`config.mk`:
```
export PLATFORM = sky130hd
export DESIGN_NAME = regctl_bank
export DESIGN_NICKNAME = d
export VERILOG_FILES = /design/src/rtl/regctl_pkg.sv /design/src/rtl/regctl_volt_words.sv /design/src/rtl/regctl_ctrl_words.sv /design/src/rtl/regctl_mode_dec.sv /design/src/rtl/regctl_xfer_fsm.sv /design/src/rtl/regctl_bank.sv
export SDC_FILE = /design/constraint.sdc
export NUM_CORES = 1
export LEC_CHECK = 0
export ABC_CLOCK_PERIOD_IN_PS = 1800
export BUFFER_PORTS_ARGS = -buffer_cell sky130_fd_sc_hd__buf_2
export CORE_MARGIN = 3
export CORE_UTILIZATION = 29
export CTS_BUF_LIST = sky130_fd_sc_hd__clkbuf_2
export CTS_CLUSTER_SIZE = 12
export DETAILED_ROUTE_END_ITERATION = 10
export PLACE_DENSITY = 0.6
export SLEW_MARGIN = 25
export SYNTH_ARGS = -nofsm -noshare
export SYNTH_HDL_FRONTEND = slang
export SYNTH_HIERARCHICAL = 1
export SYNTH_SLANG_ARGS = --single-unit
export TNS_END_PERCENT = 100
```
`constraint.sdc`:
```
create_clock -name clk -period 1.8 [get_ports clk]
set_input_delay 0.45 -clock clk [delete_from_list [all_inputs] [get_ports clk]]
set_output_delay 0.45 -clock clk [all_outputs]
set_load 0.02 [all_outputs]
```
`src/rtl/regctl_pkg.sv`:
```
package regctl_pkg;
    localparam int DATA_W   = 8;
    localparam int DAC_W    = 6;
    localparam int ADDR_W   = 2;
    localparam int NUM_VSEL = 2;
    localparam int SLEW_W   = 3;

    localparam logic [ADDR_W-1:0] ADDR_CTRL_A = ADDR_W'(2);
    localparam logic [ADDR_W-1:0] ADDR_CTRL_B = ADDR_W'(3);
    localparam logic [1:0]        ID_FIELD    = 2'b10;

    typedef enum logic [1:0] {
        S_IDLE = 2'd0,
        S_REQ  = 2'd1,
        S_RAMP = 2'd2
    } xfer_state_t;

    typedef enum logic [1:0] {
        MF_DEFER  = 2'b00,
        MF_AUTO_A = 2'b01,
        MF_PWM    = 2'b10,
        MF_AUTO_B = 2'b11
    } mode_field_t;

    // Bit order matches the low five bits of control byte A.
    typedef struct packed {
        logic        src_pin;
        mode_field_t mode_field;
        logic        mode_w1;
        logic        mode_w0;
    } ctrl_a_t;
endpackage

```
`src/rtl/regctl_volt_words.sv`:
```
module regctl_volt_words
    import regctl_pkg::*;
#(
    parameter logic             RST_EN  = 1'b1,
    parameter logic [DAC_W-1:0] RST_DAC = '0
) (
    input  logic                             clk,
    input  logic                             rst_n,
    input  logic                             we,
    input  logic [ADDR_W-1:0]                addr,
    input  logic                             wr_en_bit,
    input  logic [DAC_W-1:0]                 wr_code,
    output logic                             en_flag,
    output logic [NUM_VSEL-1:0][DAC_W-1:0]   codes
);
    localparam logic [ADDR_W-1:0] LAST_WORD = ADDR_W'(NUM_VSEL - 1);

    logic hit_any;
    assign hit_any = we && (addr <= LAST_WORD);

    // One flop serves bit 7 of every voltage word.
    always_ff @(posedge clk or negedge rst_n) begin
        if (!rst_n) begin
            en_flag <= RST_EN;
        end else if (hit_any) begin
            en_flag <= wr_en_bit;
        end
    end

    for (genvar i = 0; i < NUM_VSEL; i++) begin : g_word
        always_ff @(posedge clk or negedge rst_n) begin
            if (!rst_n) begin
                codes[i] <= RST_DAC;
            end else if (we && (addr == ADDR_W'(i))) begin
                codes[i] <= wr_code;
            end
        end
    end

    AST_SHARED_EN: assert property (@(posedge clk) disable iff (!rst_n)
        hit_any |=> (en_flag == $past(wr_en_bit)));
endmodule

```
`src/rtl/regctl_ctrl_words.sv`:
```
module regctl_ctrl_words
    import regctl_pkg::*;
#(
    parameter logic              RST_SRC_PIN    = 1'b1,
    parameter logic [1:0]        RST_MODE_FIELD = 2'b00,
    parameter logic              RST_MODE_W1    = 1'b0,
    parameter logic              RST_MODE_W0    = 1'b0,
    parameter logic              RST_DISCHARGE  = 1'b1,
    parameter logic [SLEW_W-1:0] RST_SLEW       = '1
) (
    input  logic              clk,
    input  logic              rst_n,
    input  logic              we,
    input  logic [ADDR_W-1:0] addr,
    input  logic [4:0]        wr_ctrl_a,
    input  logic              wr_discharge,
    input  logic [SLEW_W-1:0] wr_slew,
    output ctrl_a_t           ctrl_a,
    output logic              discharge,
    output logic [SLEW_W-1:0] slew
);
    always_ff @(posedge clk or negedge rst_n) begin
        if (!rst_n) begin
            ctrl_a.src_pin    <= RST_SRC_PIN;
            ctrl_a.mode_field <= mode_field_t'(RST_MODE_FIELD);
            ctrl_a.mode_w1    <= RST_MODE_W1;
            ctrl_a.mode_w0    <= RST_MODE_W0;
        end else if (we && (addr == ADDR_CTRL_A)) begin
            ctrl_a <= ctrl_a_t'(wr_ctrl_a);
        end
    end

    always_ff @(posedge clk or negedge rst_n) begin
        if (!rst_n) begin
            discharge <= RST_DISCHARGE;
            slew      <= RST_SLEW;
        end else if (we && (addr == ADDR_CTRL_B)) begin
            discharge <= wr_discharge;
            slew      <= wr_slew;
        end
    end
endmodule

```
`src/rtl/regctl_mode_dec.sv`:
```
module regctl_mode_dec
    import regctl_pkg::*;
(
    input  logic    clk,
    input  logic    rst_n,
    input  ctrl_a_t ctrl_a,
    input  logic    pin_vsel,
    output logic    use_word1,
    output logic    forced_pwm
);
    always_comb begin
        use_word1 = !ctrl_a.src_pin || pin_vsel;
        unique case (ctrl_a.mode_field)
            MF_PWM:               forced_pwm = 1'b1;
            MF_AUTO_A, MF_AUTO_B: forced_pwm = 1'b0;
            MF_DEFER:             forced_pwm = use_word1 ? !ctrl_a.mode_w1 : 1'b0;
            default:              forced_pwm = 1'b0;
        endcase
    end

    AST_AUTO_ON_WORD0: assert property (@(posedge clk) disable iff (!rst_n)
        (ctrl_a.src_pin && !pin_vsel && (ctrl_a.mode_field != MF_PWM)) |-> !forced_pwm);
endmodule

```
`src/rtl/regctl_xfer_fsm.sv`:
```
module regctl_xfer_fsm
    import regctl_pkg::*;
(
    input  logic clk,
    input  logic rst_n,
    input  logic start_wr,
    input  logic sw_ctrl,
    input  logic ramp_done,
    output logic busy,
    output logic xfer_req,
    output logic accept
);
    xfer_state_t state_q, state_d;

    always_ff @(posedge clk or negedge rst_n) begin
        if (!rst_n) begin
            state_q <= S_IDLE;
        end else begin
            state_q <= state_d;
        end
    end

    always_comb begin
        state_d = state_q;
        unique case (state_q)
            S_IDLE: if (start_wr && sw_ctrl) state_d = S_REQ;      // T_ACCEPT
            S_REQ:  state_d = ramp_done ? S_IDLE : S_RAMP;         // T_DONE / T_ISSUED
            S_RAMP: if (ramp_done) state_d = S_IDLE;               // T_DONE
            default: state_d = S_IDLE;
        endcase
    end

    always_comb begin
        busy     = (state_q != S_IDLE);
        xfer_req = (state_q == S_REQ);
        accept   = (state_q == S_IDLE) && start_wr && sw_ctrl;
    end

    AST_REQ_SINGLE: assert property (@(posedge clk) disable iff (!rst_n)
        xfer_req |=> !xfer_req);
    AST_PIN_NO_REQ: assert property (@(posedge clk) disable iff (!rst_n)
        (!busy && start_wr && !sw_ctrl) |=> !xfer_req);
    AST_DONE_CLEARS: assert property (@(posedge clk) disable iff (!rst_n)
        (busy && ramp_done) |=> !busy);
    AST_BUSY_HOLDS: assert property (@(posedge clk) disable iff (!rst_n)
        (busy && !ramp_done) |=> busy);
endmodule

```
`src/rtl/regctl_bank.sv`:
```
module regctl_bank
    import regctl_pkg::*;
#(
    parameter logic              RST_EN         = 1'b1,
    parameter logic              RST_SRC_PIN    = 1'b1,
    parameter logic [1:0]        RST_MODE_FIELD = 2'b00,
    parameter logic              RST_MODE_W1    = 1'b0,
    parameter logic              RST_MODE_W0    = 1'b0,
    parameter logic [SLEW_W-1:0] RST_SLEW       = 3'b111,
    parameter logic              RST_DISCHARGE  = 1'b1,
    parameter logic [DAC_W-1:0]  RST_DAC        = '0
) (
    input  logic              clk,
    input  logic              rst_n,
    input  logic              bus_we,
    input  logic [ADDR_W-1:0] bus_addr,
    input  logic [DATA_W-1:0] bus_wdata,
    output logic [DATA_W-1:0] bus_rdata,
    input  logic              pin_en,
    input  logic              pin_vsel,
    input  logic              pwr_good,
    input  logic              ramp_done,
    output logic              reg_enable,
    output logic [DAC_W-1:0]  target_code,
    output logic              forced_pwm,
    output logic              discharge_en,
    output logic [SLEW_W-1:0] slew_code,
    output logic              xfer_req
);
    logic                           en_flag;
    logic [NUM_VSEL-1:0][DAC_W-1:0] codes;
    ctrl_a_t                        ctrl_a;
    logic                           use_word1;
    logic                           busy;
    logic                           accept;
    logic                           start_wr;
    logic [DAC_W-1:0]               sw_target;

    regctl_volt_words #(
        .RST_EN  (RST_EN),
        .RST_DAC (RST_DAC)
    ) u_volt (
        .clk       (clk),
        .rst_n     (rst_n),
        .we        (bus_we),
        .addr      (bus_addr),
        .wr_en_bit (bus_wdata[7]),
        .wr_code   (bus_wdata[DAC_W-1:0]),
        .en_flag   (en_flag),
        .codes     (codes)
    );

    regctl_ctrl_words #(
        .RST_SRC_PIN    (RST_SRC_PIN),
        .RST_MODE_FIELD (RST_MODE_FIELD),
        .RST_MODE_W1    (RST_MODE_W1),
        .RST_MODE_W0    (RST_MODE_W0),
        .RST_DISCHARGE  (RST_DISCHARGE),
        .RST_SLEW       (RST_SLEW)
    ) u_ctrl (
        .clk          (clk),
        .rst_n        (rst_n),
        .we           (bus_we),
        .addr         (bus_addr),
        .wr_ctrl_a    (bus_wdata[4:0]),
        .wr_discharge (bus_wdata[6]),
        .wr_slew      (bus_wdata[SLEW_W-1:0]),
        .ctrl_a       (ctrl_a),
        .discharge    (discharge_en),
        .slew         (slew_code)
    );

    regctl_mode_dec u_mode (
        .clk        (clk),
        .rst_n      (rst_n),
        .ctrl_a     (ctrl_a),
        .pin_vsel   (pin_vsel),
        .use_word1  (use_word1),
        .forced_pwm (forced_pwm)
    );

    assign start_wr = bus_we && (bus_addr == ADDR_CTRL_B) && bus_wdata[7];

    regctl_xfer_fsm u_fsm (
        .clk       (clk),
        .rst_n     (rst_n),
        .start_wr  (start_wr),
        .sw_ctrl   (!ctrl_a.src_pin),
        .ramp_done (ramp_done),
        .busy      (busy),
        .xfer_req  (xfer_req),
        .accept    (accept)
    );

    // Software-mode target, captured from word 1 on an accepted start.
    always_ff @(posedge clk or negedge rst_n) begin
        if (!rst_n) begin
            sw_target <= RST_DAC;
        end else if (accept) begin
            sw_target <= codes[1];
        end
    end

    always_comb begin
        if (ctrl_a.src_pin) begin
            target_code = use_word1 ? codes[1] : codes[0];
        end else begin
            target_code = sw_target;
        end
        reg_enable = en_flag && pin_en;
    end

    always_comb begin
        unique case (bus_addr)
            2'd0:    bus_rdata = {en_flag, 1'b1, codes[0]};
            2'd1:    bus_rdata = {en_flag, 1'b1, codes[1]};
            2'd2:    bus_rdata = {ID_FIELD, 1'b1, ctrl_a};
            2'd3:    bus_rdata = {busy, discharge_en, pwr_good, 2'b00, slew_code};
            default: bus_rdata = '0;
        endcase
    end

    AST_EN_NEEDS_PIN: assert property (@(posedge clk) disable iff (!rst_n)
        reg_enable |-> pin_en);
    AST_SW_TARGET_HOLD: assert property (@(posedge clk) disable iff (!rst_n)
        (!ctrl_a.src_pin && !accept) |=> (ctrl_a.src_pin || $stable(target_code)));
endmodule

```
-- After elaboration in Yosys (flattened, before gate mapping)
Index checks and enable logic that the tools add are counted.
W data, S select, Z words.
- bitwise logic cells: 0
- equality and inequality tests: 10
- div/mod/pow operators: 0
- magnitude comparators: 1
- shift operators: 0
- $mul: 0
- reductions and logical operators: 19
- add/subtract/negate cells: 0
- muxes and demuxes: 9
- operators with widths (cell ; count):
    $pmux W8 S4 ; 1
    $mux W6 ; 2
    $eq A2 B2 Y1 const B ; 5
    $logic_and A1 B1 Y1 ; 10
    $eq A2 B1 Y1 const B ; 3
    $logic_not A2 Y1 ; 3
    $mux W2 ; 3
    $pmux W2 S3 ; 1
    $pmux W1 S3 ; 1
    $le A2 B1 Y1 const B ; 1
    $logic_not A1 Y1 ; 2
    $ne A2 B1 Y1 const B ; 1
    $ne A2 B2 Y1 const B ; 1
    $reduce_and A2 Y1 ; 1
    $reduce_bool A2 Y1 ; 1
    $reduce_or A2 Y1 ; 1
    $logic_or A1 B1 Y1 ; 1
    $mux W1 ; 1
- latch bits: 0
- output and inout bits: 21
- bits in writable memories: 0
- input port bits: 17
- logic and storage cells: 50
- memory bits (read-only): 0
- flip-flop bits (word level): 30
- memories kept: 0

-- Depth between registers and ports, before layout
- depth after elaboration: 6
- gate-level depth with buffers: 7
- mapped depth without buffers: 5

-- Cells and area by module
The synthesis kept the hierarchy.
- modules (own cells, without submodules) (module ; cells each ; seq. area each (um2) ; times used ; area an instance (um2)):
    regctl_bank ; 54 ; 150.1 ; 1 ; 530.5
    regctl_volt_words ; 29 ; 326.6 ; 1 ; 509.2
    regctl_ctrl_words ; 20 ; 231.5 ; 1 ; 362.8
    regctl_xfer_fsm ; 9 ; 50.0 ; 1 ; 88.8
    regctl_mode_dec ; 4 ; 0.0 ; 1 ; 30.0

-- Worst setup path after synthesis
No wires, ideal clock.
- kind: flip-flop to output port
- from: register, netlist name u_ctrl/ctrl_a[4]
- to: output target_code[0]
- buffers on the path: 1
- cell stages (with the launch flop): 5
- required time: 1.350 ns
- arrival time: 1.283 ns
- path slack: 0.067 ns
- cell sequence: dfstp_2 -> nand2b_4 -> buf_2 -> mux2i_1 -> a21oi_1
- word-level cells in the longest chain between the ends: 4
- RTL lines (what ; RTL line ; text):
    $logic_not A1 Y1 ; regctl_mode_dec.sv:12 ; use_word1 = !ctrl_a.src_pin || pin_vsel;
    $logic_or A1 B1 Y1 ; regctl_mode_dec.sv:12 ;
    via use_word1 ; regctl_bank.sv:33 ; logic use_word1;
    $mux W6 ; regctl_bank.sv:106 ; target_code = use_word1 ? codes[1] : codes[0];
    $mux W6 ; regctl_bank.sv:105 ; if (ctrl_a.src_pin) begin
    to (decl) ; regctl_bank.sv:24 ; output logic [DAC_W-1:0] target_code,
The timed path passes the listed nets, and every way through them passes these cells.

-- Worst setup path in the final report
- from: register, netlist name u_ctrl/ctrl_a[4]
- to: output forced_pwm
- word-level cells in the longest chain between the ends: 4
- RTL lines (what ; RTL line ; text):
    $logic_not A1 Y1 ; regctl_mode_dec.sv:12 ;
    $logic_or A1 B1 Y1 ; regctl_mode_dec.sv:12 ;
    via use_word1 ; regctl_bank.sv:33 ;
    $mux W1 ; regctl_mode_dec.sv:16 ; MF_DEFER: forced_pwm = use_word1 ? !ctrl_a.mode_w1 : 1'b0;
    $pmux W1 S3 ; regctl_mode_dec.sv:13 ; unique case (ctrl_a.mode_field)
    to (decl) ; regctl_bank.sv:25 ; output logic forced_pwm,
The timed path passes the listed nets, and every way through them passes these cells.

==> reports/qor.csv <==
stage,metric,value,unit
route,drtIter0Drc,23,
route,wl,3.61,mm
timing,setup_ws,-0.198,ns
cts,cts.path.max_buffers,2,
critical_path,cp-start-kind,flip-flop,
timing,finalMaxSlewViolations,0,
timing,fmax,501,MHz
critical_path,cp_top_family,flip-flops,
die,core,4880,µm²
logic_synthesis,synth_top_family_by_area,multiplexers,
logic_synthesis,synthMuxAreaShare,31.1,%
timing,finalCritPeriodShare,111,%
die,rows,25,
cts,cts_tree,done,
route,vias_per_cell,4.47,
logic_synthesis,synth_xor_xnor_area_share,0.576,%
critical_path,cp_max_fo,7,
finish,fillCellCount,500,
outcome,status,finished with violations,
finish,area_growth_syn_to_layout,32.2,%
logic_synthesis,synth_nets,133,
power_and_ir_drop,power_leakage,0.977,nW
run,drv_cap,0,
critical_path,worstSetupEndpointType,output pin,
placed_design,hpwlAfterDp,2.59,mm
die,die_w,78.4,µm
finish,layout_common_cells,"30 x buf_4, 25 x buf_2, 24 x mux2_2, 24 x dfrtp_1, 11 x nor2_1",
power_and_ir_drop,irDropWorstVdd,0.000479,V
power_and_ir_drop,power.density,1010,nW/µm²
critical_path,crit_chain,nand2b_4 > buf_4 > a22o_1 > buf_2,
finish,final_common_cell,buf_4,
cts,htreeDepth,2,
cts,cts.sinks,30,
logic_synthesis,seq_area_frac_synth,49.8,%
timing,fin_skew,0.0253,ns
logic_synthesis,yosysWarnings,6,
cts,clockRootBuffer,clkbuf_2,
finish,postLayoutCoreUtil,41.2,%
placed_design,pre_cts_ws,-0.0133,ns
hold_path,min_path_type,input port to async pin,
route,dr.max_layer_used,met4,
cts,clkSlewWorstSetupHoldPaths,0.18,ns
route,drc_errors,0,
logic_synthesis,syn_area,1520,µm²
route,drt-pass1-iter-count,4,
global_routing,grt_first_pass_wirelength,5.88,mm
timing,hold_viol_final,0,
die,pin_count,38,
route,wl_per_cell,14.7,µm
placed_design,io_buffers,37,
cts,tritoncts.num_buffers,5,
timing,setup_viol,11,
logic_synthesis,synthSimpleGateAreaFrac,11.3,%
die,fp.dieArea,6150,µm²
die,fp.dieH,78.4,µm
global_routing,grt_start_max_net_pins,31,
critical_path,rr_startpoint,u_ctrl/ctrl_a[4],
timing,rsz0062_at_grt,true,
route,ant_nets,0,
route,vias,1096,
route,drt-met1-wl,1.43,mm
timing,worst_slew_pin_slew,0.665,ns
placed_design,gp_routability_congestion,0.771,
finish,layout-drive-gt1-share,59.6,%
critical_path,cpPeakStageDelay,0.59,ns
logic_synthesis,syn-mean-instance-area,13.1,µm²
critical_path,critPathArrivalTime,1.55,ns
global_routing,track_usage,12.6,%
outcome,violations,negative setup slack,
logic_synthesis,ys_types,25,
die,start_util,31.2,%
logic_synthesis,yosys_register_bits,30,
global_routing,grt_pass1_vias,1203,
logic_synthesis,synthCells,116,
critical_path,critPathKind,flip-flop to output pin,
finish,diodes,0,
timing,post-route-min-period,2.00,ns
critical_path,crit_required,1.35,ns
finish,nets,194,
route,met3_length,201,µm
global_routing,antenna_found_initial,0,
logic_synthesis,yosys.area_share.adder,0,%
cts,clock_latency,0.37,ns
global_routing,globalRouteOverflowTotal,0,
timing,relSlewSlack,55.7,%
logic_synthesis,synth_compound_area_share,4.61,%
critical_path,cp_slowest_cell,dfstp_2,
route,met2_length,1.90,mm
critical_path,path_buf_inv,2,
critical_path,critPathLaunch,u_ctrl/ctrl_a[4],
-- registers in the layout, indices dropped and copies added (netlist names) --
| register | count |
|---|---|
| sw_target | 6 |
| u_ctrl/ctrl_a | 5 |
| u_ctrl/discharge | 1 |
| u_ctrl/slew | 3 |
| u_fsm/state_q | 2 |
| u_volt/codes | 12 |
| u_volt/en_flag | 1 |
-- path summary, 6_finish.rpt --
check / to / slack, ns / cells past startpoint
worst max-delay path: forced_pwm / -0.20 / 4
worst min-delay path: u_volt/codes[8] / 0.08 / 1
worst max register to register: sw_target[3] / 0.33 / 6
worst min register to register: sw_target[4] / 0.53 / 1
max in group asynchronous: u_ctrl/ctrl_a[0] / 1.26 / 1
min in group clk: u_fsm/state_q[1] / 0.23 / 2
-- per-layer routing --
metal  GRT usage, %  vias to the layer above
li1               -                      538
met1           13.9                      522
met2           22.0                       28
met3           4.59                        8
met4           5.07                        0
met5              0                        -
-- area by class of cell --
cell class | count | area (µm²) | area share [%]
Sequential cell | 30 | 758 | 37.7
Tap cell | 67 | 83.8 | 4.17
Clock buffer | 6 | 30.0 | 1.49
Multi-Input combinational cell | 79 | 727 | 36.2
Timing Repair Buffer | 59 | 395 | 19.7
Inverter | 2 | 7.51 | 0.373
Clock inverter | 2 | 8.76 | 0.436
-- synth_stat cells --
cell type	n	area share, %
nor2b_1	3	1.2
o2bb2ai_1	2	1.2
nand3b_2	1	0.74
a21oi_1	7	2.3
o22a_1	1	0.58
nand2b_4	1	0.90
mux2_2	24	18
inv_1	2	0.49
nor3b_4	1	1.2
nand3_2	1	0.66
and2_1	1	0.41
nor3_1	1	0.33
dfrtp_1	24	39
nand3b_4	1	1.3
dfstp_2	6	10
a22o_1	1	0.58
or2_4	1	0.58
xnor2_1	1	0.58
mux4_2	3	4.4
mux2i_1	9	5.9
buf_2	4	1.3
buf_6	1	0.74
nor2_1	11	2.7
mux2_1	4	3.0
nand2_1	5	1.2
-- metrics by stage --
stage | TNS [ns] | power (mW) | cell area, µm² | std cells | hold slack, ns
after CTS | -1.70 | 2.04 | 1980 | 242 | 0.104
final | -1.49 | 2.04 | 2010 | 245 | 0.0810
after global placement | 0 | 1.59 | 1830 | 224 | 0.486
after detailed placement | -0.0399 | 1.61 | 1830 | 224 | 0.501
after floorplan | 0 | 1.38 | 1520 | 116 | 0.154
after global routing | -2.63 | 2.17 | 2010 | 245 | 0.0955
-- power breakdown --
part / internal [mW] / total (mW) / switching [mW]
sequential: 0.835 / 0.926 / 0.0909
clock: 0.0954 / 0.323 / 0.227
combinational: 0.407 / 0.792 / 0.384
total: 1.34 / 2.04 / 0.702
-- what timing repair did --
item                       CTS  global route
setup endpoints to repair   13            14
pin swaps                    6             2
setup buffers               10             3
resized for setup           14             3
hold buffers                 0             0
-- kinds of logic (layout without fill, tap and decap cells) --
group / after synthesis / after routing
multiplexers: 40 / 40
flip-flops: 30 / 30
AND/OR/NAND/NOR: 27 / 27
AO/OA/AOI/OAI: 11 / 11
buffers and inverters: 7 / 69
XOR/XNOR: 1 / 1
(Power assumes the default switching activity.)
